<file path="src/rtl/dbm_pkg.sv">
package dbm_pkg;
  localparam int ADDR_W   = 12;
  localparam int WIN_SH   = 5;              // 0x20-byte channel window
  localparam logic [ADDR_W-1:0] A_CAP  = 12'hF80;
  localparam logic [ADDR_W-1:0] A_WREQ = 12'hF88;
  localparam logic [ADDR_W-1:0] A_WRDY = 12'hF8C;
  localparam logic [WIN_SH-1:0] O_STAT = 5'h00;
  localparam logic [WIN_SH-1:0] O_SET  = 5'h0C;
  localparam logic [WIN_SH-1:0] O_CLR  = 5'h08;

  // channel index of a byte address
  function automatic int win_index(input logic [ADDR_W-1:0] a);
    return int'(a >> WIN_SH);
  endfunction

  // offset inside the channel window
  function automatic logic [WIN_SH-1:0] win_off(input logic [ADDR_W-1:0] a);
    return a[WIN_SH-1:0];
  endfunction

  // true when address a hits register off of channel c
  function automatic logic chan_hit(input logic [ADDR_W-1:0] a, input int c,
                                    input logic [WIN_SH-1:0] off);
    return (win_index(a) == c) && (win_off(a) == off);
  endfunction
endpackage

</file>
<file path="src/rtl/dbm_wake.sv">
module dbm_wake (
  input  logic clk,
  input  logic rst_n,
  input  logic req_wr,
  input  logic req_bit,
  input  logic ack_i,
  output logic req_q,
  output logic rdy_q
);
  always_ff @(posedge clk or negedge rst_n) begin
    if (!rst_n) begin
      req_q <= 1'b0;
      rdy_q <= 1'b0;
    end else begin
      if (req_wr) req_q <= req_bit;
      rdy_q <= ack_i & req_q;
    end
  end
endmodule

</file>
<file path="src/rtl/dbm_chan_bank.sv">
module dbm_chan_bank #(
  parameter int NCH = 4,
  parameter int DW  = 32
) (
  input  logic            clk,
  input  logic            rst_n,
  input  logic [NCH*DW-1:0] set_flat,
  input  logic [NCH*DW-1:0] clr_flat,
  output logic [NCH*DW-1:0] status_flat,
  output logic [NCH-1:0]    irq
);
  for (genvar c = 0; c < NCH; c++) begin : g_ch
    logic [DW-1:0] st;
    always_ff @(posedge clk or negedge rst_n) begin
      if (!rst_n) st <= '0;
      else        st <= (st & ~clr_flat[c*DW +: DW]) | set_flat[c*DW +: DW];
    end
    assign status_flat[c*DW +: DW] = st;
    assign irq[c] = |st;
  end
endmodule

</file>
<file path="src/rtl/dbm_snd_port.sv">
module dbm_snd_port
  import dbm_pkg::*;
#(
  parameter int NCH = 4,
  parameter int DW  = 32
) (
  input  logic              clk,
  input  logic              rst_n,
  input  logic              sel,
  input  logic              wr,
  input  logic [ADDR_W-1:0] addr,
  input  logic [DW-1:0]     wdata,
  output logic [DW-1:0]     rdata,
  input  logic [NCH*DW-1:0] status_flat,
  input  logic              rdy,
  input  logic              req_q,
  output logic [NCH*DW-1:0] set_flat,
  output logic              req_wr,
  output logic              req_bit
);
  logic [DW-1:0] rd_next;

  always_comb begin
    set_flat = '0;
    for (int c = 0; c < NCH; c++)
      if (sel && wr && rdy && chan_hit(addr, c, O_SET))
        set_flat[c*DW +: DW] = wdata;
  end

  assign req_wr  = sel && wr && (addr == A_WREQ);
  assign req_bit = wdata[0];

  always_comb begin
    rd_next = '0;
    if (addr == A_CAP)       rd_next = DW'(NCH);
    else if (addr == A_WREQ) rd_next = {{(DW-1){1'b0}}, req_q};
    else if (addr == A_WRDY) rd_next = {{(DW-1){1'b0}}, rdy};
    else
      for (int c = 0; c < NCH; c++)
        if (chan_hit(addr, c, O_STAT)) rd_next = status_flat[c*DW +: DW];
  end

  always_ff @(posedge clk or negedge rst_n) begin
    if (!rst_n)          rdata <= '0;
    else if (sel && !wr) rdata <= rd_next;
  end
endmodule

</file>
<file path="src/rtl/dbm_rcv_port.sv">
module dbm_rcv_port
  import dbm_pkg::*;
#(
  parameter int NCH = 4,
  parameter int DW  = 32
) (
  input  logic              clk,
  input  logic              rst_n,
  input  logic              sel,
  input  logic              wr,
  input  logic [ADDR_W-1:0] addr,
  input  logic [DW-1:0]     wdata,
  output logic [DW-1:0]     rdata,
  input  logic [NCH*DW-1:0] status_flat,
  output logic [NCH*DW-1:0] clr_flat
);
  logic [DW-1:0] rd_next;

  always_comb begin
    clr_flat = '0;
    for (int c = 0; c < NCH; c++)
      if (sel && wr && chan_hit(addr, c, O_CLR))
        clr_flat[c*DW +: DW] = wdata;
  end

  always_comb begin
    rd_next = '0;
    if (addr == A_CAP) rd_next = DW'(NCH);
    else
      for (int c = 0; c < NCH; c++)
        if (chan_hit(addr, c, O_STAT)) rd_next = status_flat[c*DW +: DW];
  end

  always_ff @(posedge clk or negedge rst_n) begin
    if (!rst_n)          rdata <= '0;
    else if (sel && !wr) rdata <= rd_next;
  end
endmodule

</file>
<file path="src/rtl/dbell_mbox.sv">
module dbell_mbox
  import dbm_pkg::*;
#(
  parameter int NCH = 4,
  parameter int DW  = 32
) (
  input  logic              clk,
  input  logic              rst_n,
  input  logic              snd_sel,
  input  logic              snd_wr,
  input  logic [ADDR_W-1:0] snd_addr,
  input  logic [DW-1:0]     snd_wdata,
  output logic [DW-1:0]     snd_rdata,
  input  logic              rcv_sel,
  input  logic              rcv_wr,
  input  logic [ADDR_W-1:0] rcv_addr,
  input  logic [DW-1:0]     rcv_wdata,
  output logic [DW-1:0]     rcv_rdata,
  output logic [NCH-1:0]    rcv_irq,
  output logic              wake_req,
  input  logic              wake_ack
);
  localparam int SW = NCH * DW;

  // named internal events, visible to the checker
  logic [SW-1:0] set_flat;
  logic [SW-1:0] clr_flat;
  logic [SW-1:0] status_flat;
  logic          req_wr;
  logic          req_bit;
  logic          req_q;
  logic          rdy_q;

  dbm_snd_port #(.NCH(NCH), .DW(DW)) u_snd (
    .clk(clk), .rst_n(rst_n), .sel(snd_sel), .wr(snd_wr), .addr(snd_addr),
    .wdata(snd_wdata), .rdata(snd_rdata), .status_flat(status_flat),
    .rdy(rdy_q), .req_q(req_q), .set_flat(set_flat), .req_wr(req_wr),
    .req_bit(req_bit));

  dbm_rcv_port #(.NCH(NCH), .DW(DW)) u_rcv (
    .clk(clk), .rst_n(rst_n), .sel(rcv_sel), .wr(rcv_wr), .addr(rcv_addr),
    .wdata(rcv_wdata), .rdata(rcv_rdata), .status_flat(status_flat),
    .clr_flat(clr_flat));

  dbm_chan_bank #(.NCH(NCH), .DW(DW)) u_bank (
    .clk(clk), .rst_n(rst_n), .set_flat(set_flat), .clr_flat(clr_flat),
    .status_flat(status_flat), .irq(rcv_irq));

  dbm_wake u_wake (
    .clk(clk), .rst_n(rst_n), .req_wr(req_wr), .req_bit(req_bit),
    .ack_i(wake_ack), .req_q(req_q), .rdy_q(rdy_q));

  assign wake_req = req_q;
endmodule

</file>
<file path="config.mk">
export PLATFORM = sky130hd
export DESIGN_NAME = dbell_mbox
export DESIGN_NICKNAME = d
export VERILOG_FILES = /design/src/rtl/dbm_pkg.sv /design/src/rtl/dbm_wake.sv /design/src/rtl/dbm_chan_bank.sv /design/src/rtl/dbm_snd_port.sv /design/src/rtl/dbm_rcv_port.sv /design/src/rtl/dbell_mbox.sv
export SDC_FILE = /design/constraint.sdc
export NUM_CORES = 1
export LEC_CHECK = 0
export BUFFER_PORTS_ARGS = -buffer_cell sky130_fd_sc_hd__buf_2
export CAP_MARGIN = 20
export CORE_MARGIN = 1
export CORE_UTILIZATION = 45
export DETAILED_ROUTE_END_ITERATION = 6
export HOLD_SLACK_MARGIN = 0.1
export PLACE_DENSITY = 0.65
export SKIP_LAST_GASP = 1
export SLEW_MARGIN = 20
export SYNTH_ARGS = -nofsm -noshare
export SYNTH_HDL_FRONTEND = slang
export SYNTH_HIERARCHICAL = 1
export SYNTH_SLANG_ARGS = --single-unit
</file>
<file path="constraint.sdc">
create_clock -name clk -period 2.13 [get_ports clk]
set_input_delay 0.1065 -clock clk [delete_from_list [all_inputs] [get_ports clk]]
set_output_delay 0.1065 -clock clk [all_outputs]
set_load 0.05 [all_outputs]
</file>
# [Word-level counts from Yosys, hierarchy flattened]
# Index checks and enable logic that the tools add are counted.
[totals] ff_bits=194 out_inout_bits=69 word_cells=93
[op_classes] eq_ne=12 muxes=20 n_bitwise=13 n_reduce_logical=40
[op_table] op="two-way mux 32 bit" count=20
[op_table] op="AND 32 bit" count=4
[op_table] op="inverter 32 bit" count=4
[op_table] op="bitwise OR 32 bit" count=4
[op_table] op="OR reduction 32 bit" count=4
[op_table] op="logical NOT 32 bit" count=2
[op_table] op="== test 12 bit (second input constant)" count=4
[op_table] op="logical AND 1 bit" count=30
[op_table] op="== test 7 x 3 -> 1 bit (second input constant)" count=4
[op_table] op="== test 7 x 2 -> 1 bit (second input constant)" count=2
[op_table] op="== test 5 x 4 -> 1 bit (second input constant)" count=2
[op_table] op="logical NOT 5 bit" count=2
[op_table] op="logical NOT 1 bit" count=2
[op_table] op="AND 1 bit" count=1

# [Longest topological paths before layout]
[depth] ltp_word=9 ltp_mapped=8 mapped_depth_nobuf=6

# [By module]
# Netlist, hierarchy kept.
[modules_own_cells] mod="dbm_chan_bank" instances=1 cells_per_inst=428 area_per_inst_um2=4949.7 seq_area_each_um2=3203.1
[modules_own_cells] mod="dbm_rcv_port" instances=1 cells_per_inst=493 area_per_inst_um2=3583.4 seq_area_each_um2=800.8
[modules_own_cells] mod="dbm_snd_port" instances=1 cells_per_inst=379 area_per_inst_um2=3074.2 seq_area_each_um2=800.8
[modules_own_cells] mod="dbm_wake" instances=1 cells_per_inst=4 area_per_inst_um2=71.3 seq_area_each_um2=50.0

# [Worst setup path after synthesis]
# No wires, ideal clock.
[synth_timing] kind="in2reg" from="input rcv_addr[9]" to="register u_bank.g_ch[1].st[5]" setup_time_ns=0.119 arrival_ns=2.110 setup_slack_ns=-0.099 stages=8 path_buffers=2 path_cell_list="or4_1 -> buf_2 -> or4_4 -> nor3b_4 -> buf_6 -> and2_1 -> inv_1 -> a21o_2"
[synth_via] elab_chain_len=7
[synth_rtl] item="start, declared" line_no="dbell_mbox.sv:16" text="input logic [ADDR_W-1:0] rcv_addr,"
[synth_rtl] item="== test 7 x 2 -> 1 bit" line_no="dbm_pkg.sv:24" text="return (win_index(a) == c) && (win_off(a) == off);"
[synth_rtl] item="logical AND 1 bit" line_no="dbm_pkg.sv:24"
[synth_rtl] item="logical AND 1 bit" line_no="dbm_rcv_port.sv:22" text="if (sel && wr && chan_hit(addr, c, O_CLR))"
[synth_rtl] item="two-way mux 32 bit" line_no="dbm_rcv_port.sv:22"
[synth_rtl] item="net clr_flat[37]" line_no="dbell_mbox.sv:27" text="logic [SW-1:0] clr_flat;"
[synth_rtl] item="inverter 32 bit" line_no="dbm_chan_bank.sv:16" text="else st <= (st & ~clr_flat[c*DW +: DW]) | set_flat[c*DW +: DW];"
[synth_rtl] item="AND 32 bit" line_no="dbm_chan_bank.sv:16"
[synth_rtl] item="bitwise OR 32 bit" line_no="dbm_chan_bank.sv:16"
[synth_rtl] item="end signal, assigned" line_no="dbm_chan_bank.sv:16"
[synth_rtl] item="end, declared" line_no="dbm_chan_bank.sv:13" text="logic [DW-1:0] st;"
# The timed path passes the listed nets, and every way through them passes these cells.
# A chain may end at the register's enable or synchronous reset.

# [Worst setup path after layout]
[layout_timing] from="register u_bank.g_ch[1].st[12]" to="output rcv_irq[1]"
[layout_via] elab_chain_len=1
[layout_rtl] item="OR reduction 32 bit" line_no="dbm_chan_bank.sv:19" text="assign irq[c] = |st;"
[layout_rtl] item="end, declared" line_no="dbell_mbox.sv:19" text="output logic [NCH-1:0] rcv_irq,"
# No other way between the ends.

==> out/results.tsv <==
stage	metric	value	unit
status	status	complete, but fails checks	
status	violations	negative setup slack	
yosys	synth_cell_types	50	
yosys	yosysTopAreaCell	dfrtp_1	
min_path	hp-class	input pin to flop	
die	start_util	0.461	
critical_path	cp-start-kind	flop	
yosys	yosysSeqAreaShare	0.416	
sta	report.final.slew_viol_count	0	
sta	setup_viol	1	
cells_and_area	utilization	0.570	
pwr	clkPwrFrac	0.422	
yosys	synth_top_area_share	0.416	
global_routing	grt_use_met2	0.492	
sta	hold_viol	0	
pwr	internal_power	5.56	mW
placement	dp_hpwl	26.5	mm
clocking	cts-buffers-inserted	17	
sta	slew_headroom	0.558	
critical_path	critPathKind	flop to primary output	
drt	dr_total_vias	10686	
clocking	clock_latency	0.45	ns
placement	port_buffers	163	
drt	drtIter0Drc	991	
die	rows	58	
drt	vias_per_cell	5.74	
pwr	p_sw_frac	0.262	
global_routing	grt_util_all_layers	0.304	
cells_and_area	final_cell_mix	and2_1 (231), dfrtp_1 (192), buf_2 (161)	
critical_path	path_max_fanout	4	
sta	fin_crit	2.17	ns
cells_and_area	fin_nets	1614	
pwr	p_sw	1.97	mW
critical_path	cpMaxStageDelayCell	dfrtp_1	
sta	rsz0062_at_grt	yes	
drt	drt_wl_total	39.5	mm
yosys	syn_area_per_cell	8.96	sq um
cells_and_area	final_common_cell	and2_1	
die	die_y	163	um
drt	routedWlPerCell	21.2	um
sta	max_freq	0.460	GHz
placement	gp_congestion	0.892	
yosys	yosysWarnings	6	
clocking	htreeDepth	4	
clocking	cts.reportedPaths.clkPinSlew	0.08	ns
cells_and_area	layout-drive-gt1-share	0.231	
drt	antenna_left	0	
drt	first_pass_iters	5	
yosys	ys_ff_latch	194	
yosys	synth_nets	1399	
critical_path	required	2.02	ns
pwr	powerDensity	522	nW/um^2
critical_path	path_cells	nor4_2, nand4_1, or2_1, buf_2	
drt	drcViolationCount	0	
die	dieArea	26600	sq um
cells_and_area	diodes	0	
global_routing	overflow	0	
global_routing	grtUsageMet1	0.423	
sta	tightest_slew	0.657	ns
die	core-area	25300	sq um
clocking	cts_tree	done	
yosys	synth.cell_area	11700	sq um
global_routing	grt_max_degree	67	
die	dieWidth	163	um
pwr	p_comb_frac	0.089	
clocking	root_buffer	clkbuf_16	
critical_path	end_kind	primary output	
global_routing	antenna_found_initial	0	
clocking	cts.sinks	194	
sta	period_share	1.02	
sta	clock_skew	0.0159	ns
yosys	synth_edf_count	0	
global_routing	grt_pass1_wl	61.1	mm
die	ios	164	
yosys	synth.area.top_cells	dfrtp_1 (42%), and2_1 (12%), a21o_1 (8.0%), inv_1 (4.2%), nor4_1 (3.3%)	
clocking	clock_path_buffers	2	
yosys	async_reset_ff_frac	1.00	
global_routing	grt.busiest_layer	met2	
yosys	ys.flop_type	dfrtp_1	
global_routing	grtUsageMet3	0.0348	
global_routing	grt_pass1_vias	10358	
sta	fin_ws	-0.0442	ns
critical_path	arrival	2.07	ns
pwr	p_leak	7.59	nW
run	timing.max_cap.violations	0	
pwr	p_total	7.54	mW
cells_and_area	syn_to_final_growth	23.7	%
yosys	syn_inst	1304	
pwr	p_seq_frac	0.489	
critical_path	critPathMaxStageDelay	0.45	ns
pwr	ir_worst_vdd	507	uV
## what timing repair did
item | 4_1_cts | 5_1_grt
pin swaps | 2 | 3
endpoints found under the hold margin | 193 | 0
hold buffers | 69 | 0
buffers inserted | 0 | 1
endpoints found under the setup margin | 4 | 24
resized for setup | 8 | 14
## cell type report
cell class | instances | area, sq um
multi-input combinational | 885 | 6070
sequential | 194 | 4860
clock buffer | 18 | 429
tap | 330 | 413
clock inverter | 14 | 128
inverter | 130 | 488
fill | 2284 | 10900
timing repair buffer | 291 | 2060
## worst paths after layout
path                                       start                     to  cells past startpoint  slack [ns]
setup / recovery           u_bank/g_ch[1].st[12]             rcv_irq[1]                      4       -0.04
min in group asynchronous                  rst_n         u_snd/rdata[9]                      2        0.23
max in group asynchronous                  rst_n   u_bank/g_ch[3].st[1]                      3        1.21
hold / removal                     rcv_wdata[31]  u_bank/g_ch[2].st[31]                      4        0.11
hold reg to reg                  u_snd/rdata[26]        u_snd/rdata[26]                      2        0.47
setup reg to reg            u_bank/g_ch[3].st[2]         u_snd/rdata[2]                      4        0.33
## power by group through the flow
stage          registers [mW]  logic [mW]  clock network, mW
2_1_floorplan            3.77       0.204                  0
3_3_place_gp             3.76       0.563                  0
3_5_place_dp             3.76       0.567                  0
4_1_cts                  3.68       0.664               3.22
5_1_grt                  3.68       0.719               3.36
6_report                 3.68       0.671               3.18
## metal layers
layer / vias up / wire [um]
li1: 4914 / -
met1: 5197 / 17200
met2: 512 / 18700
met3: 63 / 2810
met4: 0 / 790
met5: - / 0
## Yosys cell counts (15+ instances only)
library cell / instances
or4bb_1: 31
clkbuf_2: 15
clkbuf_1: 62
nand2_1: 67
a221oi_1: 31
inv_1: 130
nor3_1: 32
o31ai_1: 30
nor2_1: 66
a21o_1: 124
o22ai_1: 30
dfrtp_1: 194
and2_2: 28
and2_1: 231
o21ai_0: 52
mux2_2: 30
nor4_1: 62
## critical path: cells and delay by family (launching register included)
kind,cells,cell delay [ns]
AND/OR/NAND/NOR,3,0.94
flip-flops,1,0.45
buffers and inverters,1,0.22
## registers in the layout (all words and copies together) (netlist names)
signal,count
u_wake/rdy_q,1
u_wake/req_q,1
u_bank/g_ch.st,128
u_snd/rdata,32
u_rcv/rdata,32
## through the flow
| stage | cells | hold slack, ns | instance area, sq um | setup slack [ns] | setup TNS, ns |
|---|---|---|---|---|---|
| floorplan | 1304 | -0.189 | 11700 | 0.0162 | 0 |
| global placement | 1760 | 0.164 | 13100 | -0.335 | -45.82 |
| detailed placement | 1760 | 0.161 | 13100 | -0.401 | -50.08 |
| CTS | 1861 | 0.100 | 14400 | -0.0335 | -0.0335 |
| global route | 1862 | 0.125 | 14400 | -0.0151 | -0.0398 |
| finish | 1862 | 0.106 | 14400 | -0.0442 | -0.0442 |
## kinds of logic after synthesis
group	synth area share
multiplexers	0.0377
flip-flops	0.416
AO/OA/AOI/OAI	0.171
AND/OR/NAND/NOR	0.299
buffers and inverters	0.0775
Note: power is estimated with default switching activity, not from simulation.
